==> config.mk <==
export PLATFORM = sky130hd
export DESIGN_NAME = cr_timer16
export DESIGN_NICKNAME = d
export VERILOG_FILES = /design/src/rtl/cr16_pkg.sv /design/src/rtl/cr16_edge_sync.sv /design/src/rtl/cr16_tick_div.sv /design/src/rtl/cr16_core.sv /design/src/rtl/cr_timer16.sv
export SDC_FILE = /design/constraint.sdc
export NUM_CORES = 1
export LEC_CHECK = 0
export BUFFER_PORTS_ARGS = -buffer_cell sky130_fd_sc_hd__buf_4
export CORE_MARGIN = 3
export CORE_UTILIZATION = 45
export DETAILED_ROUTE_END_ITERATION = 8
export MAX_ROUTING_LAYER = met4
export SLEW_MARGIN = 25
export SYNTH_ARGS = -nofsm -noshare
export SYNTH_HDL_FRONTEND = slang
export SYNTH_SLANG_ARGS = --single-unit
==> constraint.sdc <==
create_clock -name clk -period 5.74 [get_ports clk]
set_input_delay 0.574 -clock clk [delete_from_list [all_inputs] [get_ports clk]]
set_output_delay 0.574 -clock clk [all_outputs]
set_load 0.01 [all_outputs]
==> src/rtl/cr16_pkg.sv <==
package cr16_pkg;

    localparam int CNT_W  = 16;
    localparam int BYTE_W = 8;
    localparam int ADDR_W = 3;
    localparam logic [CNT_W-1:0] CNT_MAX = {CNT_W{1'b1}};

    typedef enum logic [ADDR_W-1:0] {
        REG_CTRL   = 3'd0,
        REG_CNT_LO = 3'd1,
        REG_CNT_HI = 3'd2,
        REG_CAP_LO = 3'd3,
        REG_CAP_HI = 3'd4
    } reg_sel_e;

    typedef struct packed {
        logic ovf;      // bit 7
        logic ext;      // bit 6
        logic rx_sel;   // bit 5
        logic tx_sel;   // bit 4
        logic ext_en;   // bit 3
        logic run;      // bit 2
        logic cnt_src;  // bit 1
        logic cap_sel;  // bit 0
    } ctrl_t;

    typedef enum logic [1:0] {
        MODE_CAPTURE = 2'd0,
        MODE_RELOAD  = 2'd1,
        MODE_BAUD    = 2'd2
    } mode_e;

    function automatic mode_e mode_of(input ctrl_t c);
        if (c.rx_sel || c.tx_sel) return MODE_BAUD;
        else if (c.cap_sel)       return MODE_CAPTURE;
        else                      return MODE_RELOAD;
    endfunction

    function automatic logic [CNT_W-1:0] put_byte(input logic [CNT_W-1:0] word,
                                                  input int unsigned idx,
                                                  input logic [BYTE_W-1:0] b);
        logic [CNT_W-1:0] r;
        r = word;
        r[idx*BYTE_W +: BYTE_W] = b;
        return r;
    endfunction

endpackage

==> src/rtl/cr16_edge_sync.sv <==
module cr16_edge_sync #(
    parameter int STAGES = 2
) (
    input  logic clk,
    input  logic rst,
    input  logic pin,
    output logic fall
);
    logic [STAGES-1:0] chain;
    logic              prev;

    generate
        for (genvar i = 0; i < STAGES; i++) begin : g_stage
            if (i == 0) begin : g_first
                always_ff @(posedge clk) begin
                    if (rst) chain[0] <= 1'b0;
                    else     chain[0] <= pin;
                end
            end else begin : g_next
                always_ff @(posedge clk) begin
                    if (rst) chain[i] <= 1'b0;
                    else     chain[i] <= chain[i-1];
                end
            end
        end
    endgenerate

    always_ff @(posedge clk) begin
        if (rst) prev <= 1'b0;
        else     prev <= chain[STAGES-1];
    end

    assign fall = prev && !chain[STAGES-1];

endmodule

==> src/rtl/cr16_tick_div.sv <==
module cr16_tick_div #(
    parameter int DIV = 12
) (
    input  logic clk,
    input  logic rst,
    input  logic tick_in,
    output logic tick_out
);
    localparam int W = (DIV > 1) ? $clog2(DIV) : 1;
    localparam logic [W-1:0] LAST = W'(DIV - 1);

    logic [W-1:0] phase;

    always_ff @(posedge clk) begin
        if (rst) begin
            phase <= '0;
        end else if (tick_in) begin
            if (phase == LAST) phase <= '0;
            else               phase <= phase + 1'b1;
        end
    end

    assign tick_out = tick_in && (phase == LAST);

endmodule

==> src/rtl/cr16_core.sv <==
module cr16_core
    import cr16_pkg::*;
(
    input  logic                 clk,
    input  logic                 rst,
    input  logic                 inc,
    input  logic                 trig_fall,
    input  logic                 ctrl_we,
    input  logic                 cnt_we_lo,
    input  logic                 cnt_we_hi,
    input  logic                 cap_we_lo,
    input  logic                 cap_we_hi,
    input  logic [BYTE_W-1:0]    wdata,
    output ctrl_t                ctrl_q,
    output logic [CNT_W-1:0]     cnt_q,
    output logic [CNT_W-1:0]     cap_q,
    output logic                 baud_tick
);
    mode_e            mode;
    logic             is_baud;
    logic             cnt_wr;
    logic             wrap;
    logic             trig_evt;
    logic [CNT_W-1:0] cnt_d;
    logic [CNT_W-1:0] cap_d;
    ctrl_t            ctrl_d;

    assign mode     = mode_of(ctrl_q);
    assign is_baud  = (mode == MODE_BAUD);
    assign cnt_wr   = cnt_we_lo || cnt_we_hi;
    assign wrap     = inc && (cnt_q == CNT_MAX) && !cnt_wr;
    assign trig_evt = trig_fall && ctrl_q.ext_en && !is_baud;

    always_comb begin
        cnt_d = cnt_q;
        if (cnt_wr) begin
            if (cnt_we_lo) cnt_d = put_byte(cnt_d, 0, wdata);
            if (cnt_we_hi) cnt_d = put_byte(cnt_d, 1, wdata);
        end else if (wrap) begin
            cnt_d = (mode == MODE_CAPTURE) ? '0 : cap_q;
        end else if (trig_evt && mode == MODE_RELOAD) begin
            cnt_d = cap_q;
        end else if (inc) begin
            cnt_d = cnt_q + 1'b1;
        end
    end

    always_comb begin
        cap_d = cap_q;
        if (cap_we_lo || cap_we_hi) begin
            if (cap_we_lo) cap_d = put_byte(cap_d, 0, wdata);
            if (cap_we_hi) cap_d = put_byte(cap_d, 1, wdata);
        end else if (trig_evt && mode == MODE_CAPTURE) begin
            cap_d = cnt_q;
        end
    end

    always_comb begin
        ctrl_d = ctrl_q;
        if (ctrl_we) ctrl_d = ctrl_t'(wdata);
        if (wrap && !is_baud) ctrl_d.ovf = 1'b1;
        if (trig_evt)         ctrl_d.ext = 1'b1;
    end

    always_ff @(posedge clk) begin
        if (rst) begin
            ctrl_q    <= '0;
            cnt_q     <= '0;
            cap_q     <= '0;
            baud_tick <= 1'b0;
        end else begin
            ctrl_q    <= ctrl_d;
            cnt_q     <= cnt_d;
            cap_q     <= cap_d;
            baud_tick <= wrap && is_baud;
        end
    end

    AST_STOP_HOLDS: assert property (@(posedge clk) disable iff (rst)
        (!ctrl_q.run && !cnt_wr && !trig_evt) |=> $stable(cnt_q));

    AST_CAPTURE_SNAP: assert property (@(posedge clk) disable iff (rst)
        (trig_evt && mode == MODE_CAPTURE && !cap_we_lo && !cap_we_hi)
            |=> cap_q == $past(cnt_q));

    AST_RELOAD_OVF: assert property (@(posedge clk) disable iff (rst)
        (inc && cnt_q == CNT_MAX && !cnt_wr && mode != MODE_CAPTURE)
            |=> cnt_q == $past(cap_q));

    AST_BAUD_NO_OVF: assert property (@(posedge clk) disable iff (rst)
        (is_baud && !ctrl_q.ovf && !ctrl_we) |=> !ctrl_q.ovf);

    AST_BAUD_NO_EXT: assert property (@(posedge clk) disable iff (rst)
        (is_baud && !ctrl_q.ext && !ctrl_we) |=> !ctrl_q.ext);

    AST_FLAG_STICKY: assert property (@(posedge clk) disable iff (rst)
        ((ctrl_q.ovf || ctrl_q.ext) && !ctrl_we)
            |=> (ctrl_q.ovf >= $past(ctrl_q.ovf)) && (ctrl_q.ext >= $past(ctrl_q.ext)));

    AST_WRITE_WINS: assert property (@(posedge clk) disable iff (rst)
        (cnt_we_lo && inc) |=> cnt_q[BYTE_W-1:0] == $past(wdata));

endmodule

==> src/rtl/cr_timer16.sv <==
module cr_timer16
    import cr16_pkg::*;
#(
    parameter int OSC_DIV     = 12,
    parameter int SYNC_STAGES = 2
) (
    input  logic              clk,
    input  logic              rst,
    input  logic              osc_tick,
    input  logic              cnt_pin,
    input  logic              trig_pin,
    input  logic              wr_en,
    input  logic [ADDR_W-1:0] wr_addr,
    input  logic [BYTE_W-1:0] wr_data,
    input  logic [ADDR_W-1:0] rd_addr,
    output logic [BYTE_W-1:0] rd_data,
    output logic              irq,
    output logic              ovf_flag,
    output logic              ext_flag,
    output logic              baud_tick
);
    logic             cnt_fall;
    logic             trig_fall;
    logic             div_tick;
    logic             inc;
    ctrl_t            ctrl_q;
    logic [CNT_W-1:0] cnt_q;
    logic [CNT_W-1:0] cap_q;
    logic             timer_tick;

    cr16_edge_sync #(.STAGES(SYNC_STAGES)) u_cnt_sync (
        .clk(clk), .rst(rst), .pin(cnt_pin), .fall(cnt_fall)
    );

    cr16_edge_sync #(.STAGES(SYNC_STAGES)) u_trig_sync (
        .clk(clk), .rst(rst), .pin(trig_pin), .fall(trig_fall)
    );

    cr16_tick_div #(.DIV(OSC_DIV)) u_div (
        .clk(clk), .rst(rst), .tick_in(osc_tick), .tick_out(div_tick)
    );

    assign timer_tick = (mode_of(ctrl_q) == MODE_BAUD) ? osc_tick : div_tick;
    assign inc        = ctrl_q.run && (ctrl_q.cnt_src ? cnt_fall : timer_tick);

    cr16_core u_core (
        .clk       (clk),
        .rst       (rst),
        .inc       (inc),
        .trig_fall (trig_fall),
        .ctrl_we   (wr_en && wr_addr == REG_CTRL),
        .cnt_we_lo (wr_en && wr_addr == REG_CNT_LO),
        .cnt_we_hi (wr_en && wr_addr == REG_CNT_HI),
        .cap_we_lo (wr_en && wr_addr == REG_CAP_LO),
        .cap_we_hi (wr_en && wr_addr == REG_CAP_HI),
        .wdata     (wr_data),
        .ctrl_q    (ctrl_q),
        .cnt_q     (cnt_q),
        .cap_q     (cap_q),
        .baud_tick (baud_tick)
    );

    always_comb begin
        case (rd_addr)
            REG_CTRL:   rd_data = ctrl_q;
            REG_CNT_LO: rd_data = cnt_q[BYTE_W-1:0];
            REG_CNT_HI: rd_data = cnt_q[CNT_W-1:BYTE_W];
            REG_CAP_LO: rd_data = cap_q[BYTE_W-1:0];
            REG_CAP_HI: rd_data = cap_q[CNT_W-1:BYTE_W];
            default:    rd_data = '0;
        endcase
    end

    assign ovf_flag = ctrl_q.ovf;
    assign ext_flag = ctrl_q.ext;
    assign irq      = ctrl_q.ovf || ctrl_q.ext;

endmodule

==> results of run 1 <==
## metal layers
| metal | routed length (um) | up-vias |
|---|---|---|
| met5 | 0 | - |
| met1 | 4340 | 1409 |
| li1 | - | 1458 |
| met4 | 190 | 0 |
| met2 | 3940 | 128 |
| met3 | 587 | 19 |
## where the power goes
group          total, uW  internal, uW  switching (uW)
registers            374           362            11.8
logic               87.3          36.1            51.2
clock network        209          85.6             124
total                671           484             187
## final cells by class
type | count | area share
clock buffer | 6 | 0.0208
clock inverter | 2 | 0.00358
sequential | 51 | 0.292
tap | 93 | 0.0333
timing repair buffer | 33 | 0.0709
inverter | 13 | 0.0140
multi-input combinational | 306 | 0.565
## worst max-delay path, cell delays in order, from the launching register on
cell                        delay, ps
sky130_fd_sc_hd__dfxtp_1          450
sky130_fd_sc_hd__ha_1             330
sky130_fd_sc_hd__nand3_4          160
sky130_fd_sc_hd__nor4_4           390
sky130_fd_sc_hd__mux2i_2          810
sky130_fd_sc_hd__a221oi_1         230
sky130_fd_sc_hd__a2111oi_0        380
## worst paths after layout
kind	cells after the start	endpoint	slack, ps
worst min-delay path	1	u_cnt_sync.prev	460
worst min register to register	1	u_cnt_sync.prev	460
worst max register to register	6	u_core.cnt_q[6]	2870
worst max-delay path	6	u_core.cnt_q[6]	2870
## flip-flops by register name, indices dropped and copies added (netlist names)
| signal | cells |
|---|---|
| u_core.cnt_q | 16 |
| u_cnt_sync.chain | 2 |
| u_trig_sync.chain | 2 |
| u_div.phase | 4 |
| u_core.ctrl_q | 8 |
| u_cnt_sync.prev | 1 |
| u_core.baud_tick | 1 |
| u_trig_sync.prev | 1 |
| u_core.cap_q | 16 |
## logic make-up after synthesis
family / synth area share
adder cells (fa/ha/maj): 0.00791
buffers and inverters: 0.0538
XOR/XNOR: 0.0360
flip-flops: 0.323
AND/OR/NAND/NOR: 0.257
multiplexers: 0.106
AO/OA/AOI/OAI: 0.216
## layout by cell type, fill, tap and decap left out, types with 3 or more instances in the layout
master / instances
sky130_fd_sc_hd__nor3_1: 5
sky130_fd_sc_hd__nand2b_1: 7
sky130_fd_sc_hd__xor2_1: 3
sky130_fd_sc_hd__nor2_1: 66
sky130_fd_sc_hd__nand3_1: 11
sky130_fd_sc_hd__nand2_1: 35
sky130_fd_sc_hd__mux2i_1: 30
sky130_fd_sc_hd__dfxtp_1: 51
sky130_fd_sc_hd__buf_4: 33
sky130_fd_sc_hd__o2111ai_1: 3
sky130_fd_sc_hd__o21ai_0: 10
sky130_fd_sc_hd__a21oi_1: 33
sky130_fd_sc_hd__and3b_1: 5
sky130_fd_sc_hd__o22ai_1: 7
sky130_fd_sc_hd__a31oi_1: 4
sky130_fd_sc_hd__clkbuf_8: 5
sky130_fd_sc_hd__xnor2_1: 10
sky130_fd_sc_hd__o221ai_1: 5
sky130_fd_sc_hd__a22oi_1: 3
sky130_fd_sc_hd__inv_1: 13
sky130_fd_sc_hd__a221oi_1: 12
sky130_fd_sc_hd__a2111oi_1: 3
sky130_fd_sc_hd__nor2b_1: 8
## per-stage QoR
step,setup WS [ps],cells
after floorplan,3400,393
after global placement,2910,496
after detailed placement,2770,496
after CTS,2890,504
after global routing,2710,504
final,2870,504
==> metrics.md, run 1 <==
| Metric | Value |
|---|---|
| Status | finished, final reports clean |
| Length of the first detailed-routing pass in iterations | 5 |
| Post-Route Hold Slack | 465 ps |
| Number of buffers inserted to repair setup after CTS | 0 |
| Leakage power | 0.00137 uW |
| Antenna Diode Count | 0 |
| Number of vias in the routed layout | 3014 |
| Power per Cell Area | 192 mW/mm^2 |
| Net Count, Synth | 415 |
| IO Port Bufs | 31 |
| Maximum fanout along the worst path | 14 |
| Number of violations of the max-capacitance limit | 0 |
| Cts-stage hold buffer count | 0 |
| Number of gates given a new drive strength after cts | 0 |
| Launch point of the worst hold path | u_cnt_sync.chain[1] |
| Layout net count | roughly 430 |
| Cell at the root of the clock tree | sky130_fd_sc_hd__clkbuf_8 |
| Via count of the first global-routing pass | around 2.9k |
| Final setup TNS | 0 ps |
| Ratio of routed vias to standard cells | 5.98 |
| Synthesized area divided by synthesized cell count | around 8.1 um^2 |
| Clock Path Buffers | 2 |
| Skew-Pair Late Insertion Delay | roughly 310 ps |
| Required @ worst endpoint | 5930 ps |
| Finished layout cell area | approximately 0.0035 mm^2 |
| Multi-input logic area | a little under 0.002 mm^2 |
| Initial drt markers | 232 |
| Fraction of final layout cells sized beyond drive strength 1 | 0.134 |
| Overall die area | 0.00807 mm^2 |
| Sequential share of the synthesized area | 0.323 |
| Drt drc | 0 |
| Global-route met3 utilization | 0.0384 |
| Last weighted congestion value of the routability-driven placer | 0.892 |
| Global-route wire length before repair | 14700 um |
| Residual overflow from global routing | 0 |
| Type of element launching the critical path | flip-flop |
| Worst Clk Skew | 8.95 ps |
| Setup violators final | 0 |
| Arrival time of data at the critical path endpoint | 3070 ps |
| Kind of capture point of the worst setup path | flip-flop |
| Startpoint-to-endpoint class of the critical path | flip-flop to flip-flop |
| Asr flop ratio synth | 0 |
| FF/Latch Area | 0.00102 mm^2 |
| Worst slew pin tran | around 910 ps |
| Portion of synthesized cell area occupied by the leading cell type | 0.323 |
| Critical path origin | u_core.cnt_q[0] |
| Post-route ant nets | 0 |
| Setup repair after global routing missed its margin | false |
| Max-slew headroom at the worst pin | 0.384 |
| Vertical die dimension | 89.9 um |
| Netlist area before placement | roughly 0.0032 mm^2 |
| Cell with the most instances after synthesis | sky130_fd_sc_hd__nor2_1 |
| GR Layer Usage met2 | 0.345 |
| Library cell with the largest summed area after synthesis | sky130_fd_sc_hd__dfxtp_1 |
| Detailed placer's ending HPWL | 6550 um |
| Post-synthesis instance total | around 390 |
| Die width | 89.9 um |
| Worst hold path type | flip-flop to flip-flop |
| Global-route met1 utilization | 0.310 |
| Largest voltage drop on the vdd net | 0.000113 V |
| CTS tree | built |
| Leading cell types by count after synthesis | sky130_fd_sc_hd__nor2_1 (66), sky130_fd_sc_hd__dfxtp_1 (51), sky130_fd_sc_hd__nand2_1 (35) |
| Clock transition at the registers of the reported paths | 100 ps |
| Clock buffers created by TritonCTS | 5 |
| Sink Count | 51 |
| Min Clock Period, post-route | 2870 ps |
| Top flip-flop cell by instance count after synthesis | sky130_fd_sc_hd__dfxtp_1 |
| Area of the core region | between 0.006 and 0.007 mm^2 |
| Top-Level Pins | 32 |
| Global Route Usage Sum | 0.229 |
| Total of flip-flops plus latches after synthesis | 51 |
| Signed area change from the synthesized netlist to the final layout | 10.5% |
| Antenna violations before repair | 0 |
| Hold Violations, Final | 0 |
| Starting utilization of the core area | 0.482 |
| Post-DP Area | 0.00341 mm^2 |
| Number of enable flip-flop cells after synthesis | 0 |
| Final critical-path share of the clock period | 0.501 |
| Routed wire length | 9060 um |
| Count of synthesis-stage warnings from yosys | 0 |
| Routed wire length per instance | 18.0 um |
| GR peak layer | met2 |
| Main area contributors after synthesis | sky130_fd_sc_hd__dfxtp_1 (32%), sky130_fd_sc_hd__mux2i_1 (9.5%), sky130_fd_sc_hd__nor2_1 (7.8%) |
| Slew Viols, Final | 0 |
| Tot Pwr | 671 uW |
| Filler cell count | ~650 |
| Post-layout utilization of the core | 0.532 |
| Netlist cell types | 67 |
| Startpoint of the worst register-to-register path | u_core.cnt_q[0] |
| Number of cell rows | 29 |
| Pin count of the biggest net entering global routing | 46 |
| Achievable frequency | 0.348 GHz |
| H-tree depth | 2 |
No activity file was read; power rests on OpenSTA's default activity.
==> run 2: changes to the inputs <==
Settings changed: ABC_AREA from default to 1, PLACE_DENSITY from default to 0.66.
Clock period 5.74 ns to 2.4 ns, I/O delays scaled along.
==> metrics.md, run 2 <==
| Metric | Value |
|---|---|
| Overall die area | 0.00871 mm^2 (+7.8%) |
| Worst slew pin tran | 679 ps (-227 ps) |
| Power per Cell Area | 471 mW/mm^2 (+150%) |
| Leading cell types by count after synthesis | sky130_fd_sc_hd__nand2_1 (141), sky130_fd_sc_hd__inv_1 (70), sky130_fd_sc_hd__nor2_1 (53) |
| Startpoint of the worst register-to-register path | u_core.cnt_q[0] |
| Post-place setup slack | 426 ps (-2350 ps) |
| Largest voltage drop on the vdd net | 0.000302 V (+170%) |
| Count of synthesis-stage warnings from yosys | 0 (unchanged) |
| Cell count after placement | 666 (+34%) |
| Skew-Pair Late Insertion Delay | 310 ps (about the same) |
| Tot Pwr | 1800 uW (+170%) |
| Last weighted congestion value of the routability-driven placer | 0.971 (+8.9%) |
| Antenna Diode Count | 0 (unchanged) |
| Post-DP Area | 0.00371 mm^2 (+8.9%) |
| Top-Level Pins | 32 (unchanged) |
| Setup violators final | 0 (unchanged) |
| Slew Viols, Final | 0 (unchanged) |
| Vertical die dimension | 93.3 um (+3.9%) |
| Ratio of routed vias to standard cells | 5.59 (-6.6%) |
| Clock Path Buffers | 2 (unchanged) |
| Post-synthesis instance total | 551 (+40%) |
| Clock buffers created by TritonCTS | 5 (unchanged) |
| Sink Count | 51 (unchanged) |
| Area of the core region | 0.00733 mm^2 (+12%) |
| Critical path origin | u_core.cnt_q[0] |
| Routed wire length per instance | 15.6 um (-13%) |
| Detailed placer's ending HPWL | 7700 um (+18%) |
| Main area contributors after synthesis | sky130_fd_sc_hd__dfxtp_1 (30%), sky130_fd_sc_hd__nand2_1 (15%), sky130_fd_sc_hd__inv_1 (7.7%) |
| Fraction of final layout cells sized beyond drive strength 1 | 0.139 (+0.00531) |
| Number of enable flip-flop cells after synthesis | 0 (unchanged) |
| Type of element launching the critical path | flip-flop |
| Initial drt markers | 269 (+16%) |
| Cell with the most instances after synthesis | sky130_fd_sc_hd__nand2_1 |
| Number of gates given a new drive strength after cts | 0 (unchanged) |
| Required @ worst endpoint | 2640 ps (-3290 ps) |
| Smallest setup slack after layout | 375 ps (-2490 ps) |
| Hold Violations, Final | 0 (unchanged) |
| Final critical-path share of the clock period | 0.844 (+0.343) |
| Top flip-flop cell by instance count after synthesis | sky130_fd_sc_hd__dfxtp_1 |
| Launch point of the worst hold path | trig_pin |
| Residual overflow from global routing | 0 (unchanged) |
| Library cell with the largest summed area after synthesis | sky130_fd_sc_hd__dfxtp_1 |
| Number of cells in the finished layout apart from fillers | 674 (+34%) |
| Die width | 93.3 um (+3.9%) |
| Synthesized area divided by synthesized cell count | 6.23 um^2 (-23%) |
| Netlist area before placement | 0.00343 mm^2 (+8.4%) |
| Total of flip-flops plus latches after synthesis | 51 (unchanged) |
| Status | finished, final reports clean |
| Leakage power | 0.00173 uW (+27%) |
| Number of vias in the routed layout | 3766 (+25%) |
| Kind of capture point of the worst setup path | flip-flop |
| Cell at the root of the clock tree | sky130_fd_sc_hd__clkbuf_8 |
| Max-slew headroom at the worst pin | 0.547 (+0.163) |
| Post-route ant nets | 0 (unchanged) |
| Filler cell count | 763 (+17%) |
| Final setup TNS | 0 ps (unchanged) |
| Arrival time of data at the critical path endpoint | 2260 ps (-810 ps) |
| Number of cell rows | 31 (+6.9%) |
| Number of buffers inserted to repair setup after CTS | 0 (unchanged) |
| H-tree depth | 2 (unchanged) |
| Starting utilization of the core area | 0.468 (-0.0138) |
| Highest-count cells in the layout ignoring fill and taps | sky130_fd_sc_hd__nand2_1 (141), sky130_fd_sc_hd__inv_1 (70), sky130_fd_sc_hd__nor2_1 (53), sky130_fd_sc_hd__dfxtp_1 (51) |
| IO Port Bufs | 31 (unchanged) |
| Signed area change from the synthesized netlist to the final layout | 11.1% |
| Net Count, Synth | 573 (+38%) |
| Global Route Usage Sum | 0.255 (+0.0266) |
| Antenna violations before repair | 0 (unchanged) |
| Global-route wire length before repair | 17200 um (+17%) |
| Sequential share of the synthesized area | 0.298 (-0.0251) |
| Netlist cell types | 36 (-46%) |
| Cts-stage hold buffer count | 0 (unchanged) |
| Asr flop ratio synth | 0 (unchanged) |
| Length of the first detailed-routing pass in iterations | 4 (-1) |
| Largest registers | u_core.cap_q x16, u_core.cnt_q x16, u_core.ctrl_q x8 |
| Portion of synthesized cell area occupied by the leading cell type | 0.298 (-0.0251) |
| Finished layout cell area | 0.00381 mm^2 (+9.1%) |
| Startpoint-to-endpoint class of the critical path | flip-flop to flip-flop |
| Worst Clk Skew | 13.4 ps (+4.41 ps) |
| Achievable frequency | 0.494 GHz (+42%) |
| CTS tree | built |
| Layout net count | 596 (+38%) |
| Number of violations of the max-capacitance limit | 0 (unchanged) |
| Via count of the first global-routing pass | 3451 (+20%) |
| Maximum fanout along the worst path | 10 (-4) |
| Min Clock Period, post-route | 2030 ps (-848 ps) |
| Pin count of the biggest net entering global routing | 39 (-15%) |
| Worst hold path type | primary input to flip-flop |
| Most common cell after layout, fill and taps aside | sky130_fd_sc_hd__nand2_1 |
| Routed wire length | 10500 um (+16%) |
| Clock transition at the registers of the reported paths | 100 ps (about the same) |
| Drt drc | 0 (unchanged) |
| Setup repair after global routing missed its margin | false |
[run 2: kinds of logic after synthesis]
family,share of synthesized area
XOR/XNOR,0.00255
adder cells (fa/ha/maj),0.00729
buffers and inverters,0.120
AO/OA/AOI/OAI,0.198
flip-flops,0.298
AND/OR/NAND/NOR,0.375
[run 2: area by class of cell]
class / instances / area (um^2) / share of cell area
inverters: 79 / 302 / 0.0791
clock buffers: 6 / 82.6 / 0.0217
repair buffers: 36 / 270 / 0.0709
clock inverters: 2 / 16.3 / 0.00427
multi-input cells: 401 / 2000 / 0.524
flip-flops and latches: 51 / 1020 / 0.268
well taps: 99 / 124 / 0.0325
[run 2: where the power goes]
| part | total [uW] | internal, uW | switching [uW] |
|---|---|---|---|
| clock | 550 | 236 | 313 |
| sequential | 926 | 885 | 40.1 |
| combinational | 321 | 114 | 207 |
| total | 1800 | 1240 | 561 |
[run 2: per-stage QoR]
| stage | util | hold WS, ps |
|---|---|---|
| final | 0.520 | 127 |
| after global routing | 0.520 | 145 |
| after CTS | 0.520 | 124 |
| after detailed placement | 0.507 | 397 |
| after global placement | 0.507 | 391 |
| after floorplan | - | 341 |
[run 2: routing by layer]
| metal | wire length, um | part of all wire | GRT usage | vias up |
|---|---|---|---|---|
| li1 | - | - | - | 1849 |
| met1 | 4740 | 0.45 | 0.344 | 1735 |
| met2 | 4780 | 0.46 | 0.393 | 156 |
| met3 | 733 | 0.070 | 0.0282 | 26 |
| met4 | 255 | 0.024 | 0.0977 | 0 |
| met5 | 0 | 0 | - | - |
[run 2: worst max-delay path: stages, from the launching register on]
cell and delay (ps):
sky130_fd_sc_hd__dfxtp_1 450, sky130_fd_sc_hd__ha_1 240, sky130_fd_sc_hd__nand3_1 190, sky130_fd_sc_hd__inv_2 180, sky130_fd_sc_hd__nand2_4 70, sky130_fd_sc_hd__clkinv_4 60
sky130_fd_sc_hd__nand3_4 70, sky130_fd_sc_hd__nor2_8 250, sky130_fd_sc_hd__nand2_4 110, sky130_fd_sc_hd__o21ai_1 130, sky130_fd_sc_hd__nand2_1 80, sky130_fd_sc_hd__a21oi_2 120
[run 2: path summary, 6_finish.rpt]
kind	to	slack (ps)	cells past startpoint
worst max-delay path	u_core.cnt_q[4]	370	11
worst min-delay path	u_trig_sync.chain[0]	130	3
worst max register to register	u_core.cnt_q[4]	370	11
worst min register to register	u_trig_sync.chain[1]	410	2
